[config.mk]
export PLATFORM = sky130hd
export DESIGN_NAME = remote_mem_engine
export DESIGN_NICKNAME = d
export VERILOG_FILES = /design/src/rtl/rme_pkg.sv /design/src/rtl/rme_tx_frame.sv /design/src/rtl/rme_rx_parse.sv /design/src/rtl/rme_timer.sv /design/src/rtl/remote_mem_engine.sv
export SDC_FILE = /design/constraint.sdc
export NUM_CORES = 1
export LEC_CHECK = 0
export CORE_AREA = 5 5 169 171
export DETAILED_ROUTE_END_ITERATION = 10
export DIE_AREA = 0 0 174 176
export DONT_BUFFER_PORTS = 1
export PLACE_DENSITY = 0.7
export SLEW_MARGIN = 20
export SYNTH_ARGS = -nofsm -noshare
export SYNTH_HDL_FRONTEND = slang
export SYNTH_HIERARCHICAL = 1
export SYNTH_SLANG_ARGS = --single-unit
[constraint.sdc]
create_clock -name clk -period 7.51 [get_ports clk]
set_input_delay 1.8775 -clock clk [delete_from_list [all_inputs] [get_ports clk]]
set_output_delay 1.8775 -clock clk [all_outputs]
set_load 0.01 [all_outputs]
[src/rtl/rme_pkg.sv]
package rme_pkg;
    localparam int FRAME_BYTES = 16;
    localparam int IDX_W       = $clog2(FRAME_BYTES);
    localparam logic [15:0] XFER_LEN = 16'd4;
    localparam int FL_STORE    = 0;
    localparam int FL_RO       = 1;
    localparam int FL_MOVE     = 2;

    typedef enum logic [1:0] {ST_IDLE, ST_SEND, ST_WAIT} eng_state_e;

    typedef struct packed {
        logic [31:0] addr;
        logic        write;
        logic [3:0]  wmask;
        logic [31:0] wdata;
    } mem_req_t;

    typedef struct packed {
        logic [31:0] addr;
        logic [15:0] len;
        logic [7:0]  mask;
        logic [7:0]  flags;
        logic [63:0] data;
    } reply_t;
endpackage

[src/rtl/rme_tx_frame.sv]
module rme_tx_frame
    import rme_pkg::*;
(
    input  mem_req_t         req,
    input  logic [IDX_W-1:0] idx,
    output logic [7:0]       byte_o
);
    logic [7:0] mask_b;
    logic [7:0] flag_b;
    logic [31:0] data_w;

    always_comb begin
        mask_b = req.write ? {4'h0, req.wmask} : 8'h00;
        flag_b = 8'h00;
        flag_b[FL_STORE] = req.write;
        data_w = req.write ? req.wdata : 32'h0;
        case (idx)
            4'd0:    byte_o = req.addr[31:24];
            4'd1:    byte_o = req.addr[23:16];
            4'd2:    byte_o = req.addr[15:8];
            4'd3:    byte_o = req.addr[7:0];
            4'd4:    byte_o = XFER_LEN[15:8];
            4'd5:    byte_o = XFER_LEN[7:0];
            4'd6:    byte_o = mask_b;
            4'd7:    byte_o = flag_b;
            4'd8:    byte_o = data_w[31:24];
            4'd9:    byte_o = data_w[23:16];
            4'd10:   byte_o = data_w[15:8];
            4'd11:   byte_o = data_w[7:0];
            default: byte_o = 8'h00;
        endcase
    end
endmodule

[src/rtl/rme_rx_parse.sv]
module rme_rx_parse
    import rme_pkg::*;
(
    input  logic       clk,
    input  logic       rst_n,
    input  logic       rx_valid,
    input  logic [7:0] rx_data,
    input  logic       rx_last,
    output logic       frame_ok,
    output reply_t     reply
);
    localparam int CNT_W = $clog2(FRAME_BYTES + 1);

    typedef struct packed {
        logic [FRAME_BYTES*8-1:0] shreg;
        logic [CNT_W-1:0]         cnt;
        logic                     ok;
    } rx_st_t;

    rx_st_t st_d, st_q;

    always_comb begin
        st_d    = st_q;
        st_d.ok = 1'b0;
        if (rx_valid) begin
            st_d.shreg = {st_q.shreg[FRAME_BYTES*8-9:0], rx_data};
            if (rx_last) begin
                st_d.ok  = (st_q.cnt == CNT_W'(FRAME_BYTES - 1));
                st_d.cnt = '0;
            end else if (st_q.cnt != CNT_W'(FRAME_BYTES)) begin
                st_d.cnt = st_q.cnt + 1'b1;
            end
        end
    end

    always_ff @(posedge clk) begin
        if (!rst_n) st_q <= '0;
        else        st_q <= st_d;
    end

    assign frame_ok = st_q.ok;
    assign reply    = reply_t'(st_q.shreg);
endmodule

[src/rtl/rme_timer.sv]
module rme_timer #(
    parameter int TIMEOUT_CYCLES = 50000
) (
    input  logic clk,
    input  logic rst_n,
    input  logic run,
    output logic expired
);
    localparam int CW = (TIMEOUT_CYCLES > 1) ? $clog2(TIMEOUT_CYCLES) : 1;

    logic [CW-1:0] cnt_d, cnt_q;

    always_comb begin
        cnt_d   = run ? cnt_q + 1'b1 : '0;
        expired = run && (cnt_q == CW'(TIMEOUT_CYCLES - 1));
        if (expired) cnt_d = '0;
    end

    always_ff @(posedge clk) begin
        if (!rst_n) cnt_q <= '0;
        else        cnt_q <= cnt_d;
    end
endmodule

[src/rtl/remote_mem_engine.sv]
module remote_mem_engine
    import rme_pkg::*;
#(
    parameter int          TIMEOUT_CYCLES = 50000,
    parameter logic [31:0] INIT_IP        = 32'hC0A8_0164,
    parameter logic [15:0] INIT_PORT      = 16'h20D0
) (
    input  logic        clk,
    input  logic        rst_n,
    input  logic        req_valid,
    input  logic [31:0] req_addr,
    input  logic        req_write,
    input  logic [3:0]  req_wmask,
    input  logic [31:0] req_wdata,
    output logic        busy,
    output logic        done,
    output logic [31:0] rdata,
    output logic        ro_flag,
    output logic        tx_valid,
    input  logic        tx_ready,
    output logic [7:0]  tx_data,
    output logic        tx_last,
    input  logic        rx_valid,
    input  logic [7:0]  rx_data,
    input  logic        rx_last,
    output logic [31:0] dest_ip,
    output logic [15:0] dest_port
);
    localparam logic [IDX_W-1:0] LAST_IDX = IDX_W'(FRAME_BYTES - 1);

    typedef struct packed {
        eng_state_e       state;
        mem_req_t         req;
        logic [IDX_W-1:0] idx;
        logic [31:0]      ip;
        logic [15:0]      port;
        logic             done;
        logic [31:0]      rdata;
        logic             ro;
    } eng_t;

    eng_t   s_d, s_q;
    logic   frame_ok;
    reply_t reply;
    logic   expired;
    logic   match;
    logic   unused_reply_bits;

    rme_tx_frame u_tx (
        .req    (s_q.req),
        .idx    (s_q.idx),
        .byte_o (tx_data)
    );

    rme_rx_parse u_rx (
        .clk      (clk),
        .rst_n    (rst_n),
        .rx_valid (rx_valid),
        .rx_data  (rx_data),
        .rx_last  (rx_last),
        .frame_ok (frame_ok),
        .reply    (reply)
    );

    rme_timer #(.TIMEOUT_CYCLES(TIMEOUT_CYCLES)) u_tmr (
        .clk     (clk),
        .rst_n   (rst_n),
        .run     (s_q.state == ST_WAIT),
        .expired (expired)
    );

    assign match = frame_ok && (reply.addr == s_q.req.addr);
    assign unused_reply_bits = ^{reply.len, reply.mask, reply.data[15:0],
                                 reply.flags[7:3], reply.flags[0]};

    always_comb begin
        s_d      = s_q;
        s_d.done = 1'b0;
        case (s_q.state)
            ST_IDLE: begin
                if (req_valid) begin
                    s_d.req   = '{addr: req_addr, write: req_write,
                                  wmask: req_wmask, wdata: req_wdata};
                    s_d.idx   = '0;
                    s_d.state = ST_SEND;
                end
            end
            ST_SEND: begin
                if (tx_ready) begin
                    if (s_q.idx == LAST_IDX) s_d.state = ST_WAIT;
                    else                     s_d.idx   = s_q.idx + 1'b1;
                end
            end
            ST_WAIT: begin
                if (match && reply.flags[FL_MOVE]) begin
                    s_d.ip    = reply.data[63:32];
                    s_d.port  = reply.data[31:16];
                    s_d.idx   = '0;
                    s_d.state = ST_SEND;
                end else if (match) begin
                    s_d.done  = 1'b1;
                    s_d.rdata = reply.data[63:32];
                    s_d.ro    = reply.flags[FL_RO];
                    s_d.state = ST_IDLE;
                end else if (expired) begin
                    s_d.idx   = '0;
                    s_d.state = ST_SEND;
                end
            end
            default: s_d.state = ST_IDLE;
        endcase
    end

    always_ff @(posedge clk) begin
        if (!rst_n) begin
            s_q       <= '0;
            s_q.state <= ST_IDLE;
            s_q.ip    <= INIT_IP;
            s_q.port  <= INIT_PORT;
        end else begin
            s_q <= s_d;
        end
    end

    assign busy      = (s_q.state != ST_IDLE);
    assign done      = s_q.done;
    assign rdata     = s_q.rdata;
    assign ro_flag   = s_q.ro;
    assign tx_valid  = (s_q.state == ST_SEND);
    assign tx_last   = tx_valid && (s_q.idx == LAST_IDX);
    assign dest_ip   = s_q.ip;
    assign dest_port = s_q.port;
endmodule

# == Word-level counts from Yosys, hierarchy flattened ==
# Cells that the tools add are included.
# word_totals
register_bits,307
out_inout_bits,93
elab_cells,82
# classes
n_addsub,3
eq_ne,24
n_mux,19
bitwise,3
reduce_logical,18
# op_table
op,count
one-hot mux 8 bit (11 select lines),1
2-to-1 mux 75 bit,1
2-to-1 mux 34 bit,1
== test 32 bit,1
2-to-1 mux 32 bit,1
2-to-1 mux 4 bit,6
"== test 4 bit, second input constant",5
"adder 16 x 1 -> 16 bit, second input constant",1
"== test 16 bit, second input constant",1
"== test 4 x 3 -> 1 bit, second input constant",3
one-hot mux 4 bit (3 select lines),1
2-to-1 mux 2 bit,5
2-to-1 mux 5 bit,2
"== test 4 x 2 -> 1 bit, second input constant",2
"inequality test 3 bit, second input constant",2
one-hot mux 2 bit (3 select lines),1
AND reduction 2 bit,3
AND reduction 3 bit,2
AND reduction 6 bit,1
OR reduction 3 bit,2
"adder 5 x 1 -> 5 bit, second input constant",1
"== test 5 x 4 -> 1 bit, second input constant",1
"inequality test 5 bit, second input constant",1
"adder 4 x 1 -> 4 bit, second input constant",1
other kinds (13),21

# == Longest topological paths before layout ==
# depth
ltp_word,6
ltp_mapped,9
depth_no_buf,8

# == Modules after synthesis ==
# Netlist, hierarchy kept.
# by_module_without_submodules
module,n_inst,cells_each,area_each_um2
remote_mem_engine,1,755,7070.5
rme_rx_parse,1,581,6108.4
rme_timer,1,81,784.5
rme_tx_frame,1,70,580.6

# == Least setup slack after synthesis ==
# No wires, ideal clock.
# synth_path
path_type,register -> output
startpoint,register s_q[83] (netlist bit)
endpoint,output tx_data[0]
arrival_ps,1513
required_ps,5633
slack_ps,4119
stages_incl_launch_ff,6
n_path_buf,1
path_cell_list,dfxtp_1 > buf_6 > mux2_4 > a22o_1 > a222oi_1 > o211ai_1
# synth_via
elab_chain_cells,2
# synth_lines
element,line_no,source
"start, declared",remote_mem_engine.sv:42,"eng_t s_d, s_q;"
== test 4 bit (tied with other cells),rme_tx_frame.sv:17,case (idx)
one-hot mux 8 bit (11 select lines) *,rme_tx_frame.sv:17,
"end, declared",remote_mem_engine.sv:21,"output logic [7:0] tx_data,"
# Every way passes the cells marked *; elsewhere a longest branch is shown, timed or not.

# == Worst setup path in the final report ==
# Ends and elaborated chain as after synthesis.

==> impl_results.md <==
- Clock Power Share: between 40 and 50%
- H-Tree Depth: 2
- Crit start category: register
- Reg power frac: a little under half
- Synthesis Warnings: 6
- Clk_skew: 0.0163 ns
- Reg clk slew, reported paths: 0.06 ns
- Worst skew pair latency: between 0.5 and 0.6 ns
- Core ar.: about 27000 um2
- Setup TNS: 0 ns
- Post-Route M1 WL: approximately 13000 um
- Proportion of layout cells with a drive suffix above 1: 7.74%
- Worst slew pin tran: slightly above 0.9 ns
- Seq. cell area: 6150 um2
- Comb pwr share: 4.5%
- Starting density of the core: 53.1%
- Chip height: about 180 um
- Routed length per placed instance: 17.1 um
- Final Hold Viols: 0
- Critical Path Fanout Max: 30
- Final Setup Violations: 0
- Multi-input combinational cell area: ~6400 um2
- Via count: approximately 8400
- GRT overflow: 0
- Largest net degree at the start of global routing: about 300
- DR WL met2: around 12000 um
- 1st-pass router iterations: 7
- Outcome: finished, final reports clean
- Lkg Pwr: about 0.0055 uW
- Chip Width: between 150 and 200 um
- Most frequent cells in the layout: dfxtp_1 (306), mux2i_1 (217), nor2b_1 (196)
- Relative slew slack: around 38%
- # fillers: approximately 2400
- Gr usage total: 17.5%
- Root buf cell: clkbuf_16
- CTS tree: done
- First-pass GRT wire length: between 40000 and 50000 um
- Slew Viols, Final: 0
- Clock Path Buffers: 3
- Tmin final: approximately 4.4 ns
- Critical path class: reg2out
- Crit path DAT: ~2.5 ns
- Routed wl met3: 1640 um
- Switch share: a little over a fifth
- HPWL after detailed placement: about 18000 um
- Clock Sinks: 307
- Post-Syn Instances: between 1000 and 1500
- Antenna violations before repair: 0
- Detailed Route WL: 27500 um
- Post-Syn Area per Cell: approximately 9.9 um2
- DR iter-0 viols: 557
- Final Util: a little over half
- Syn Nets: 1533
- Remaining DRCs: 0
- # port buffers: 0
- Nets: roughly 1300
- Synth Cell Area: approximately 14000 um2
- Worst setup EP type: output port
- Power per cell area: between 200 and 300 nW/um2
- Max VDD drop: 0.157 mV
- Post_cts resized: 0
- RSZ-0062 raised after global routing: no
- CTS buffer count: 35
- Net Switching: 764 uW
- Pint: roughly 2800 uW
- Full die area: 30600 um2
- Vias per std cell: about 5.3
- Max Clock Freq: 230 MHz
- Worst Hold Class: reg2reg
- Vias in the first global route: 8189
- CP required: 5.63 ns
- Setup Fix Bufs, Post-CTS: 0
- # IOs: between 150 and 200
- Max Cap Violations: 0
- Highest metal used: met4
- Antenna fix cells: 0
- Period utilization: between 50% and 60%
- Post-CTS Hold Buffers: 0
- Commonest non-fill, non-tap cell in the layout: dfxtp_1
- Flop2flop setup slack: 4.56 ns
- Area Overhead vs Synth: 0.441%
- Site Rows: 60
- Routed Antenna Nets: 0
- RePlAce Congestion: between 0.8 and 0.9
-- critical path, stage by stage (launching register included) --
cell	delay (ns)
dfxtp_2	0.76
mux2_4	0.35
a22o_1	0.23
a222oi_1	0.37
o211ai_1	0.26
-- path summary, 6_finish.rpt --
check	startpoint	to	depth (start not counted)
max reg2reg	s_q[146]$_SDFFE_PN0P_	s_q[82]$_SDFFE_PN0P_	7
min	s_q[101]$_SDFFE_PN0P_	s_q[101]$_SDFFE_PN0P_	2
max	s_q[83]$_SDFFE_PN0P_	tx_data[0]	4
min reg2reg	s_q[101]$_SDFFE_PN0P_	s_q[101]$_SDFFE_PN0P_	2
-- flip-flops by register name, indices dropped and copies added, names as in the netlist --
signal	cells
u_rx/reply	128
s_q	75
dest_ip	32
rdata	32
dest_port	16
u_tmr/cnt_q	16
u_rx/st_q	5
done	1
ro_flag	1
u_rx/frame_ok	1
-- layer usage --
metal  global-route usage, %  up-vias
li1                        -     4258
met1                    23.9     3904
met2                    27.3      226
met3                    4.39       60
met4                    5.77        0
met5                       0        -
-- stage by stage --
stage	total power, uW	cells	hold WS (ns)	area [um2]	setup WS, ns
2_1_floorplan	1880	1441	0.440	14200	4.12
3_3_place_gp	1880	1544	0.449	13000	3.44
3_5_place_dp	1890	1544	0.461	13000	3.34
4_1_cts	3650	1607	0.463	14300	2.80
5_1_grt	3740	1607	0.482	14300	3.07
6_report	3600	1607	0.459	14300	3.16
-- power by group through the flow --
stage                     registers [uW]  logic (uW)  clock network [uW]
after global placement              1730         154                   0
after floorplan                     1710         170                   0
final                               1690         161                1750
after detailed placement            1730         159                   0
after CTS                           1690         160                1800
after global routing                1700         178                1870
-- final cells by class --
class / count / area share, %
timing repair buffer: 5 / 0.263
inverter: 13 / 0.342
clock buffer: 51 / 7.48
tap: 341 / 2.99
multi-input combinational: 878 / 44.7
clock inverter: 12 / 1.10
sequential: 307 / 43.1
No activity file was read; power rests on OpenSTA's default activity.
